## src/rtl/cal_pkg.sv

```systemverilog
package cal_pkg;
    localparam int NUM_REGS    = 7;
    localparam int HR_MODE_BIT = 6;
    localparam int HR_PM_BIT   = 5;

    typedef enum logic [2:0] {
        ADDR_SEC  = 3'd0,
        ADDR_MIN  = 3'd1,
        ADDR_HOUR = 3'd2,
        ADDR_WDAY = 3'd3,
        ADDR_MDAY = 3'd4,
        ADDR_MON  = 3'd5,
        ADDR_YEAR = 3'd6,
        ADDR_NONE = 3'd7
    } cal_addr_e;

    typedef struct packed {
        logic [7:0] sec;
        logic [7:0] min;
        logic [7:0] hour;
        logic [7:0] wday;
        logic [7:0] mday;
        logic [7:0] mon;
        logic [7:0] year;
    } cal_time_t;

    typedef struct packed {
        logic [7:0] wday;
        logic [7:0] mday;
        logic [7:0] mon;
        logic [7:0] year;
    } cal_date_t;

    localparam cal_time_t TIME_RESET = '{sec: 8'h00, min: 8'h00, hour: 8'h00,
                                         wday: 8'h01, mday: 8'h01, mon: 8'h01,
                                         year: 8'h00};

    // Two-digit BCD increment with digit carry
    function automatic logic [7:0] bcd_inc(input logic [7:0] v);
        if (v[3:0] >= 4'd9)
            return {v[7:4] + 4'd1, 4'd0};
        return v + 8'd1;
    endfunction

    // 10*t + o is divisible by 4 exactly when 2*t + o is
    function automatic logic leap_year(input logic [7:0] y);
        logic [4:0] s;
        s = {y[7:4], 1'b0} + {1'b0, y[3:0]};
        return s[1:0] == 2'b00;
    endfunction

    function automatic logic [7:0] month_last(input logic [7:0] m, input logic [7:0] y);
        case (m)
            8'h02:                      return leap_year(y) ? 8'h29 : 8'h28;
            8'h04, 8'h06, 8'h09, 8'h11: return 8'h30;
            default:                    return 8'h31;
        endcase
    endfunction
endpackage

```

## src/rtl/cal_prescale.sv

```systemverilog
module cal_prescale #(
    parameter int TICKS_PER_SEC = 4
) (
    input  logic clk,
    input  logic rst,
    input  logic tick,
    input  logic halt,
    input  logic restart,
    output logic sec_strobe
);
    localparam int CW = (TICKS_PER_SEC > 1) ? $clog2(TICKS_PER_SEC) : 1;
    localparam logic [CW-1:0] LAST = CW'(TICKS_PER_SEC - 1);

    logic [CW-1:0] cnt;
    logic          accept;

    assign accept     = tick && !halt && !restart;
    assign sec_strobe = accept && (cnt == LAST);

    always_ff @(posedge clk) begin
        if (rst || restart)
            cnt <= '0;
        else if (accept)
            cnt <= (cnt == LAST) ? '0 : cnt + CW'(1);
    end

    // the prescaler never leaves its range
    p_count_range_r3: assert property (@(posedge clk) disable iff (rst)
        cnt <= LAST);
    // a write restarts the prescaler
    p_restart_r10: assert property (@(posedge clk) disable iff (rst)
        restart |=> cnt == '0);
    // halt freezes the prescaler
    p_halt_hold_r9: assert property (@(posedge clk) disable iff (rst)
        (halt && !restart) |=> $stable(cnt));
endmodule

```

## src/rtl/cal_hour_step.sv

```systemverilog
module cal_hour_step
    import cal_pkg::*;
(
    input  logic [7:0] hour_in,
    output logic [7:0] hour_out,
    output logic       day_carry
);
    logic [7:0] inc12;
    logic [7:0] inc24;

    assign inc12 = bcd_inc({3'b000, hour_in[4:0]});
    assign inc24 = bcd_inc({2'b00, hour_in[5:0]});

    always_comb begin
        hour_out  = hour_in;
        day_carry = 1'b0;
        if (hour_in[HR_MODE_BIT]) begin
            case (hour_in[4:0])
                5'h12: hour_out[4:0] = 5'h01;
                5'h11: begin
                    hour_out[4:0]      = 5'h12;
                    hour_out[HR_PM_BIT] = ~hour_in[HR_PM_BIT];
                    day_carry          = hour_in[HR_PM_BIT];
                end
                default: hour_out[4:0] = inc12[4:0];
            endcase
        end else begin
            if (hour_in[5:0] == 6'h23) begin
                hour_out[5:0] = 6'h00;
                day_carry     = 1'b1;
            end else begin
                hour_out[5:0] = inc24[5:0];
            end
        end
    end
endmodule

```

## src/rtl/cal_date_step.sv

```systemverilog
module cal_date_step
    import cal_pkg::*;
(
    input  cal_date_t d_in,
    output cal_date_t d_out
);
    logic [7:0] last_day;

    assign last_day = month_last(d_in.mon, d_in.year);

    always_comb begin
        d_out      = d_in;
        d_out.wday = (d_in.wday >= 8'h07) ? 8'h01 : d_in.wday + 8'h01;
        if (d_in.mday >= last_day) begin
            d_out.mday = 8'h01;
            if (d_in.mon >= 8'h12) begin
                d_out.mon  = 8'h01;
                d_out.year = (d_in.year >= 8'h99) ? 8'h00 : bcd_inc(d_in.year);
            end else begin
                d_out.mon = bcd_inc(d_in.mon);
            end
        end else begin
            d_out.mday = bcd_inc(d_in.mday);
        end
    end
endmodule

```

## src/rtl/bcd_calendar.sv

```systemverilog
module bcd_calendar
    import cal_pkg::*;
#(
    parameter int TICKS_PER_SEC = 4
) (
    input  logic       clk,
    input  logic       rst,
    input  logic       tick,
    input  logic       osc_stop,
    input  logic       wr_en,
    input  logic [2:0] wr_addr,
    input  logic [7:0] wr_data,
    input  logic [2:0] rd_addr,
    output logic [7:0] rd_data
);
    cal_time_t  t_q;
    cal_time_t  t_next;
    cal_date_t  date_now;
    cal_date_t  date_next;
    logic [7:0] hour_next;
    logic       day_carry;
    logic       sec_strobe;
    logic       sec_wrap;
    logic       min_wrap;

    cal_prescale #(.TICKS_PER_SEC(TICKS_PER_SEC)) u_pre (
        .clk        (clk),
        .rst        (rst),
        .tick       (tick),
        .halt       (osc_stop),
        .restart    (wr_en),
        .sec_strobe (sec_strobe)
    );

    cal_hour_step u_hour (
        .hour_in   (t_q.hour),
        .hour_out  (hour_next),
        .day_carry (day_carry)
    );

    assign date_now = '{wday: t_q.wday, mday: t_q.mday, mon: t_q.mon, year: t_q.year};

    cal_date_step u_date (
        .d_in  (date_now),
        .d_out (date_next)
    );

    assign sec_wrap = (t_q.sec == 8'h59);
    assign min_wrap = (t_q.min == 8'h59);

    always_comb begin
        t_next     = t_q;
        t_next.sec = sec_wrap ? 8'h00 : bcd_inc(t_q.sec);
        if (sec_wrap) begin
            t_next.min = min_wrap ? 8'h00 : bcd_inc(t_q.min);
            if (min_wrap) begin
                t_next.hour = hour_next;
                if (day_carry) begin
                    t_next.wday = date_next.wday;
                    t_next.mday = date_next.mday;
                    t_next.mon  = date_next.mon;
                    t_next.year = date_next.year;
                end
            end
        end
    end

    always_ff @(posedge clk) begin
        if (rst) begin
            t_q <= TIME_RESET;
        end else if (wr_en) begin
            case (cal_addr_e'(wr_addr))
                ADDR_SEC:  t_q.sec  <= wr_data;
                ADDR_MIN:  t_q.min  <= wr_data;
                ADDR_HOUR: t_q.hour <= wr_data;
                ADDR_WDAY: t_q.wday <= wr_data;
                ADDR_MDAY: t_q.mday <= wr_data;
                ADDR_MON:  t_q.mon  <= wr_data;
                ADDR_YEAR: t_q.year <= wr_data;
                default:   ;
            endcase
        end else if (sec_strobe) begin
            t_q <= t_next;
        end
    end

    always_comb begin
        case (cal_addr_e'(rd_addr))
            ADDR_SEC:  rd_data = t_q.sec;
            ADDR_MIN:  rd_data = t_q.min;
            ADDR_HOUR: rd_data = t_q.hour;
            ADDR_WDAY: rd_data = t_q.wday;
            ADDR_MDAY: rd_data = t_q.mday;
            ADDR_MON:  rd_data = t_q.mon;
            ADDR_YEAR: rd_data = t_q.year;
            default:   rd_data = 8'h00;
        endcase
    end

    // a write wins over a strobe in the same cycle
    p_write_wins_r10: assert property (@(posedge clk) disable iff (rst)
        (wr_en && wr_addr == 3'd0) |=> t_q.sec == $past(wr_data));
    // the unused address does not disturb any byte
    p_addr7_ignored_r2: assert property (@(posedge clk) disable iff (rst)
        (wr_en && wr_addr == 3'd7) |=> $stable(t_q));
    // halt freezes the time when no write is present
    p_halt_time_r9: assert property (@(posedge clk) disable iff (rst)
        (osc_stop && !wr_en) |=> $stable(t_q));
    // 11:59:59 AM in 12-hour format turns into 12 PM without a date step
    p_noon_r6: assert property (@(posedge clk) disable iff (rst)
        (sec_strobe && !wr_en && t_q.sec == 8'h59 && t_q.min == 8'h59 && t_q.hour == 8'h51)
        |=> (t_q.hour == 8'h72 && $stable(t_q.mday)));
    // the seconds byte moves only through a write or a one-second step
    p_sec_quiet_r4: assert property (@(posedge clk) disable iff (rst)
        (!wr_en && !sec_strobe) |=> $stable(t_q));
endmodule

```

## config.mk

```make
export PLATFORM = sky130hd
export DESIGN_NAME = bcd_calendar
export DESIGN_NICKNAME = d
export VERILOG_FILES = /design/src/rtl/cal_pkg.sv /design/src/rtl/cal_prescale.sv /design/src/rtl/cal_hour_step.sv /design/src/rtl/cal_date_step.sv /design/src/rtl/bcd_calendar.sv
export SDC_FILE = /design/constraint.sdc
export NUM_CORES = 1
export LEC_CHECK = 0
export ABC_AREA = 1
export BUFFER_PORTS_ARGS = -buffer_cell sky130_fd_sc_hd__buf_2
export CORE_UTILIZATION = 50
export DETAILED_ROUTE_END_ITERATION = 8
export PLACE_DENSITY = 0.67
export SETUP_SLACK_MARGIN = 0.3
export SYNTH_ARGS = -nofsm -noshare
export SYNTH_HDL_FRONTEND = slang
export SYNTH_HIERARCHICAL = 1
export SYNTH_SLANG_ARGS = --single-unit
```

## constraint.sdc

```tcl
create_clock -name clk -period 2.9 [get_ports clk]
set_input_delay 0.87 -clock clk [delete_from_list [all_inputs] [get_ports clk]]
set_output_delay 0.87 -clock clk [all_outputs]
set_load 0.02 [all_outputs]
```

======== After elaboration in Yosys (flattened, before gate mapping) ========
Cells that the tools add are included.
operators by class
  $add $sub $neg .......................... 17
  muxes and demuxes ....................... 57
  magnitude comparators ................... 10
  eq/ne operators ......................... 31
  reduce and logical (&&, ||, !) cells .... 25
  bitwise logic cells ..................... 1
operators by type and width
  kind                 number
  $mux 8               24
  $mux 56              2
  $pmux 8 s7           1
  $add 8x1->8 const B  6
  $mux 48              1
  $mux 38              1
  $mux 32              1
  $ge 4x4->1 const B   6
  $mux 6               4
  $add 4x1->4 const B  5
  $eq 3x3->1 const B   6
  $mux 1               17
  $eq 8x3->1 const B   2
  $eq 8x7->1 const B   2
  $mux 16              1
  $pmux 8 s2           1
  $reduce_and 5->1     3
  $ne 2x1->1 const B   7
  $eq 3x2->1 const B   4
  $reduce_bool 2->1    6
  $eq 5x5->1 const B   2
  $mux 5               2
  $pmux 5 s2           1
  $eq 8x2->1 const B   1
  other kinds (28)     35
word-level totals
  logic and storage cells ................. 151
  output and inout bits ................... 8
  flip-flop bits (word level) ............. 58
  input port bits ......................... 19

======== Depth between registers and ports, before layout ========
Gate-level depths: netlist of the first run.
  word-level depth ........................ 15
  gate-level depth with buffers ........... 24
  gate-level depth less buffers ........... 23

======== By module ========
The synthesis of the first run kept the hierarchy.
modules (own cells, without submodules)
  module         area each (um2)  sequential area each (um2)  times used  cells each
  bcd_calendar   3550.9           1121.1                      1           561
  cal_date_step  1146.1           0.0                         1           204
  cal_hour_step  319.1            0.0                         1           51
  cal_prescale   147.6            40.0                        1           23

======== Least setup slack after synthesis of the first run ========
OpenSTA, ideal clock, no wires.
  path type ............................... flip-flop to flip-flop
  start ................................... reg t_q (netlist bit date_now[8])
  end ..................................... reg t_q (netlist bit date_now[3])
  stages on the path, launching flop included .. 24
  required time ........................... 2788 ps
  path buffers ............................ 1
  arrival ................................. 2481 ps
  setup time .............................. 112 ps
  period minus slack after synthesis ...... 2592 ps
  slack ................................... 308 ps
  cells stage by stage .................... dfxtp_1 > inv_1 > ha_1 > o21ai_0 > o21ai_0 > a21oi_1 > nand2_1 > o31ai_1 > ha_1 > nor2_1 > nand2_1 > nand2_1 > nand2_2 > nand2_4 > nor2_4 > buf_6 > nand2_1 > nand2_1 > nand2_1 > inv_1 > a21oi_1 > nand4_1 > nand2_1 > nor2_1
on the way
  longest elaborated chain between the ends .. 6
  elaborated cells on any way between the ends .. 12
  those cells by class .................... order compare: 2; eq/ne: 5; mux: 1; reduce/logical: 4
RTL lines
  element                                   line                 RTL
  start: declaration                        bcd_calendar.sv:16   cal_time_t t_q;
  start signal: assignment                  bcd_calendar.sv:83   t_q <= t_next;
  $eq 8x3->1, or another cell as far along  cal_pkg.sv:53        case (m)
  $reduce_or 4->1                           cal_pkg.sv:53
  $pmux 8 s2                                cal_pkg.sv:53
  $ge 8x8->1                                cal_date_step.sv:14  if (d_in.mday >= last_day) begin
  $reduce_bool 2->1 (no line)               --
  $reduce_and 7->1 (no line) (*)            --
Every way passes the cells marked *; elsewhere a longest branch is shown, timed or not.
A chain may end at the register's enable or synchronous reset.

==> results by group, run 1 <==
Status
  • Status: finished clean

Placed design
  • I/O Buffers: 26
  • Post-DP Area: 5410 um^2
  • Pre-CTS setup slack: -0.0109 ns
  • DP Wirelength: 11.6 mm
  • Placer Congestion: 0.943

STA
  • Worst-Margin Slew: 0.849 ns
  • Clk_skew: 0.0139 ns
  • Tcrit/Tclk final: 93.2%
  • Final Hold Vio Count: 0
  • Max Transition Viols Final: 0
  • Final Setup Violations: 0
  • Post-layout min period: 2.70 ns
  • RSZ-0062 raised after global routing: yes
  • Setup WS post-layout: 0.196 ns
  • Fmax: 0.370 GHz
  • Hold_ws: 0.479 ns
  • Slew Limit Headroom: 43.2%

Clocking
  • Num CTS Buffers: 9
  • Hold-fix buffers, CTS: 0
  • TritonCTS clock tree: built
  • Worst skew pair latency: 0.36 ns
  • CTS Buffer Depth: 2
  • H-tree levels: 3
  • Clk root buf: clkbuf_8
  • # clock sinks: 58
  • Clk slew on worst S/H paths: 0.07 ns

Worst setup path
  • Kind of end point of the critical path: register
  • Critical path class: register to register
  • CP peak stage delay: 0.39 ns
  • Reg2reg path depth: 20
  • CP Cell Sequence: inv_4 > ha_4 > o21ai_2 > o21ai_2 > a21oi_2 > nand4_1 > inv_1 > ha_2 > nand2_2 > nand2_2 > nor2_2 > nand2_4 > nand2_8 > buf_6 > buf_12 > o21a_1 > a21oi_2 > nand4_1 > nand2_1 > nor2_1
  • Cell at the slowest stage of the critical path: dfxtp_4
  • Critical path arrival: 2.96 ns
  • Crit start category: register
  • Critical path fanouts, max: 7
  • Buf+Inv Stages, Crit Path: 4
  • Cell family with most CP delay: simple AND/OR/NAND/NOR gates
  • Worst path depth: 20
  • Required time of the critical path: 3.16 ns

GRT
  • All-Layer GR Usage: 31.3%
  • First-pass GRT wire length: 26.5 mm
  • Vias in the first global route: 5,332
  • Largest net degree at the start of global routing: 47
  • Initial antenna violation count: 0
  • Grt ovf: 0

Cells and area
  • Area growth syn-to-layout: 21.5%
  • # nets final: 939
  • Final Cell Area: 6280 um^2
  • Antenna diode count: 0
  • Share of layout cells above drive strength 1: 22.3%

Hold path
  • Count of cells along the worst hold path: 2
  • Min-delay worst type: register to register

Yosys
  • Post-synth cell types: 48
  • Synth top area share: 22.5%
  • Seq/Total Area, Yosys: 22.5%
  • Async SR Flop Fraction: 0%
  • Top cells by area, synth: dfxtp_1, nand2_1, nor2_1, ha_1, inv_1
  • Post-Synthesis Cell Area: 5160 um^2
  • Mapped Cells: 839
  • Synth Area per Inst: 6.15 um^2
  • YS warnings: 6
  • Dominant synthesized flop cell: dfxtp_1
  • Cell taking the most area after synthesis: dfxtp_1
  • Synthesized flop and latch total: 58
  • Post-synth EDFFs: 0

Routing
  • Routed WL: 16.9 mm
  • DRC: 0
  • Via-to-Cell Ratio: 5.68
  • DRT Pass-1 Iters: 5
  • Antenna viol nets, final: 0
  • Vias: 5,798
  • DR iter-0 viols: 466
  • DR WL/cell: 16.5 um

Run
  • Max-Cap Viols: 0

Die
  • IO Count: 27
  • Die span in y: 104 um
  • Starting Density: 52.1%
  • Die area: 10,700 um^2
  • Site row count: 36
  • Core ar.: 9910 um^2
  • Die width: 104 um

Power and ir drop
  • Pwr Density: 377 nW/um^2
  • VDD IR max: 0.000260 V
  • Lkg Pwr: 2.88 nW
  • Final Total Pwr: 2.36 mW
through the flow:
step           TNS (ns)  utilization (%)  instances
2_1_floorplan         0                -        843
3_3_place_gp          0             54.6        987
3_5_place_dp    -0.0109             54.6        987
4_1_cts               0             60.0       1015
5_1_grt               0             63.3       1021
6_report              0             63.3       1021
synth_stat cells (all sizes together) (3+ instances only):
library cell	n
a21oi	63
o22ai	6
inv	116
nor3	5
clkbuf	4
nand4	44
dfxtp	58
xnor2	3
nand3	51
o21ai	52
ha	37
xor2	5
buf	27
a31oi	8
nor2	147
nand2	193
registers in the layout (all words and copies together), names as in the netlist:
register / flops
t_q: 24
date_now: 32
u_pre/cnt: 2
layout by cell type (no fill, tap or decap), drive strengths merged:
cell type / instances
a211oi: 1
a21boi: 1
a21oi: 63
a221oi: 2
a31o: 2
a31oi: 8
and3: 1
buf: 58
bufinv: 1
clkbuf: 11
clkinv: 4
clkinvlp: 1
conb: 5
dfxtp: 58
ha: 37
inv: 116
nand2: 194
nand3: 51
nand3b: 1
nand4: 44
nor2: 148
nor3: 5
nor4: 1
o2111ai: 1
o211ai: 1
o21a: 1
o21ai: 52
o221ai: 1
o22ai: 6
o2bb2ai: 2
o31ai: 1
or2: 2
xnor2: 3
xor2: 5
routing by layer:
metal	track usage, %	vias up	share of wire [%]
li1	-	2827	-
met1	37.9	2668	41
met2	51.0	233	47
met3	5.79	70	6.1
met4	20.2	0	6.1
met5	0	-	0
kinds of logic after synthesis:
| kind of cell | count (synthesis) | synth area share, % |
|---|---|---|
| compound gates | 142 | 15.9 |
| xor+xnor | 8 | 1.36 |
| fa+ha+maj | 37 | 8.97 |
| buf+inv | 148 | 12.1 |
| flops | 58 | 22.5 |
| other cells | 1 | 0.0726 |
| simple gates | 445 | 39.2 |
worst register-to-register path, cell delays in order, from the launching register on:
cell and delay [ns]:
dfxtp_4 0.39, inv_4 0.05, ha_4 0.16, o21ai_2 0.14
o21ai_2 0.07, a21oi_2 0.17, nand4_1 0.15, inv_1 0.09
ha_2 0.17, nand2_2 0.08, nand2_2 0.08, nor2_2 0.05
nand2_4 0.10, nand2_8 0.10, buf_6 0.14, buf_12 0.13
o21a_1 0.18, a21oi_2 0.13, nand4_1 0.10, nand2_1 0.09
nor2_1 0.04
power breakdown:
| part | switching [mW] | total [mW] | internal (mW) |
|---|---|---|---|
| logic | 0.423 | 0.665 | 0.242 |
| registers | 0.0657 | 0.903 | 0.837 |
| clock network | 0.358 | 0.797 | 0.439 |
| total | 0.846 | 2.36 | 1.52 |
final cells by class:
class                           count  area [um^2]
Clock buffer                       11          151
Clock inverter                      5         52.6
Fill cell                         904         3630
Inverter                          117          477
Multi-Input combinational cell    639         3790
Sequential cell                    58         1170
Tap cell                          133          166
Timing Repair Buffer               58          475
worst paths after layout:
| kind | from | endpoint | slack, ns |
|---|---|---|---|
| max | date_now[9]$_SDFFE_PP0P_ | date_now[11]$_SDFFE_PP0P_ | 0.20 |
| min | t_q[46]$_SDFFE_PP0P_ | t_q[46]$_SDFFE_PP0P_ | 0.48 |
| max reg2reg | date_now[9]$_SDFFE_PP0P_ | date_now[11]$_SDFFE_PP0P_ | 0.20 |
| min reg2reg | t_q[46]$_SDFFE_PP0P_ | t_q[46]$_SDFFE_PP0P_ | 0.48 |
timing repair:
action                                  CTS  global route
endpoints found under the setup margin   28            31
buffers inserted                         10             6
cloned                                    2             0
pin swaps                                20            56
resized for setup                        73            78
Power figures use the tool's default switching activity.
==> run 2: changes to the inputs <==
--- a/config.mk
+++ b/config.mk
@@ -8,6 +8,7 @@
 export ABC_AREA = 1
 export BUFFER_PORTS_ARGS = -buffer_cell sky130_fd_sc_hd__buf_2
 export CORE_UTILIZATION = 50
+export CTS_BUF_LIST = sky130_fd_sc_hd__clkbuf_4
 export DETAILED_ROUTE_END_ITERATION = 8
 export PLACE_DENSITY = 0.67
 export SETUP_SLACK_MARGIN = 0.3
==> results by group, run 2 (synthesis results as in run 1) <==
Status
  • Status: finished clean

Die
  • Die width: 104 um (unchanged)
  • Core ar.: 9910 um^2 (unchanged)
  • Site row count: 36 (unchanged)
  • IO Count: 27 (unchanged)
  • Starting Density: 52.1% (unchanged)
  • Die area: 10,700 um^2 (unchanged)
  • Die span in y: 104 um (unchanged)

STA
  • Slew Limit Headroom: 40.8% (-2.3 points)
  • Worst-Margin Slew: 0.883 ns (+0.0348 ns)
  • Tcrit/Tclk final: 94.1% (+0.88 points)
  • Post-layout min period: 2.73 ns (+0.0256 ns)
  • Final Hold Vio Count: 0 (unchanged)
  • Fmax: 0.366 GHz (-0.94%)
  • TNS Setup: 0 ns (unchanged)
  • Max Transition Viols Final: 0 (unchanged)
  • Final Setup Violations: 0 (unchanged)
  • RSZ-0062 raised after global routing: yes
  • Clk_skew: 0.0131 ns (-0.000811 ns)

GRT
  • Grt ovf: 0 (unchanged)
  • Initial antenna violation count: 0 (unchanged)
  • Largest net degree at the start of global routing: 47 (unchanged)
  • First-pass GRT wire length: 26.7 mm (+0.86%)
  • Vias in the first global route: 5,388 (+1.1%)
  • All-Layer GR Usage: 31.4% (+0.094 points)

Power and ir drop
  • Final Total Pwr: 2.19 mW (-7.6%)
  • Lkg Pwr: 2.89 nW (+0.30%)
  • VDD IR max: 0.000222 V (-15%)
  • Pwr Density: 350 nW/um^2 (-7.2%)

Routing
  • DR WL/cell: 17.0 um (+2.5%)
  • Vias: 5,895 (+1.7%)
  • Via-to-Cell Ratio: 5.74 (+1.1%)
  • Routed WL: 17.4 mm (+3.1%)
  • DRT Pass-1 Iters: 7 (+2)
  • DR iter-0 viols: 512 (+9.9%)
  • DRC: 0 (unchanged)
  • Antenna viol nets, final: 0 (unchanged)

Clocking
  • Worst skew pair latency: 0.45 ns (+0.09 ns)
  • # clock sinks: 58 (unchanged)
  • TritonCTS clock tree: built
  • CTS Buffer Depth: 2 (unchanged)
  • H-tree levels: 3 (unchanged)
  • Hold-fix buffers, CTS: 0 (unchanged)
  • Clk root buf: clkbuf_4
  • Clk slew on worst S/H paths: 0.11 ns (+0.04 ns)
  • Num CTS Buffers: 9 (unchanged)

Worst setup path
  • Critical path class: register to register
  • Critical path fanouts, max: 6 (-1)
  • Kind of end point of the critical path: register
  • Required time of the critical path: 3.27 ns (+0.11 ns)
  • Critical path arrival: 3.09 ns (+0.13 ns)
  • Crit start category: register

Cells and area
  • Filler cells: 920 (+1.8%)
  • Final Util: 63.1% (-0.28 points)
  • Max FFs per register: 32 (unchanged)
  • Commonest non-fill, non-tap cell in the layout: nand2_1
  • Area growth syn-to-layout: 21.0%
  • Share of layout cells above drive strength 1: 23.3% (+0.97 points)
  • Antenna diode count: 0 (unchanged)
  • Final Cell Area: 6250 um^2 (-0.44%)
  • Fin cells: 1,027 (+0.59%)
  • # nets final: 945 (+0.64%)
  • Most frequent cells in the layout: nand2_1, nor2_1, inv_1, dfxtp_1, a21oi_1

Run
  • Max-Cap Viols: 0 (unchanged)

Placed design
  • I/O Buffers: 26 (unchanged)
  • Placer Congestion: 0.943 (unchanged)
  • Placed Cells: 987 (unchanged)
  • DP Wirelength: 11.6 mm (unchanged)
  • Post-DP Area: 5410 um^2 (unchanged)

Hold path
  • Min-delay worst type: register to register
## run 2: cell types whose count changed in the layout (fill, tap and decap cells not counted), sizes merged
cell,change
clkbuf,-2
clkinv,+2
buf,+6
## run 2: timing repair
item,in CTS,in global routing
gates cloned,2,0
resized for setup,77,79
endpoints found under the hold margin,0,0
buffers inserted,10,12
setup endpoints to repair,29,31
pin swaps,28,55
## run 2: power breakdown
| group | switching (mW) | internal (mW) |
|---|---|---|
| combinational | 0.432 | 0.254 |
| clock | 0.345 | 0.252 |
| sequential | 0.0662 | 0.837 |
## run 2: area by class of cell
type	count	area (um^2)	area share [%]
well taps	133	166	2.66
clock buffers	9	67.6	1.08
flip-flops and latches	58	1170	18.7
clock inverters	7	60.1	0.961
inverters	117	479	7.67
multi-input cells	639	3760	60.3
repair buffers	64	543	8.69
## run 2: routing by layer
metal / vias up / track usage (%) / wire (um)
met1: 2721 / 38.1 / 7030
met4: 0 / 22.2 / 930
met3: 67 / 3.90 / 1200
met2: 269 / 51.5 / 8270
li1: 2838 / - / -
met5: - / 0 / 0
## run 2: worst max-delay path, cell delays in order, from the launching register on
cell,delay [ns]
dfxtp_2,0.37
inv_4,0.06
ha_4,0.17
o21ai_2,0.16
o21ai_2,0.08
a21oi_2,0.16
nand4_1,0.12
inv_1,0.08
ha_2,0.26
nand2_1,0.07
nand3_2,0.17
nand2_4,0.22
nor2_4,0.08
buf_4,0.16
a21oi_2,0.10
a21oi_1,0.08
nand4_1,0.12
nand2_1,0.05
nor2_1,0.12
## run 2: path summary, 6_finish.rpt
check	slack, ns	start	endpoint	cells after the start
max	0.17	date_now[8]$_SDFFE_PP1P_	date_now[12]$_SDFFE_PP0P_	18
min	0.49	t_q[46]$_SDFFE_PP0P_	t_q[46]$_SDFFE_PP0P_	2
max reg2reg	0.17	date_now[8]$_SDFFE_PP1P_	date_now[12]$_SDFFE_PP0P_	18
min reg2reg	0.49	t_q[46]$_SDFFE_PP0P_	t_q[46]$_SDFFE_PP0P_	2
## run 2: through the flow
stage,setup slack [ns],hold WS (ns)
global route,-0.00348,0.521
floorplan,0.308,0.446
CTS,0.276,0.485
finish,0.171,0.490
global placement,0.0390,0.465
detailed placement,-0.0109,0.469
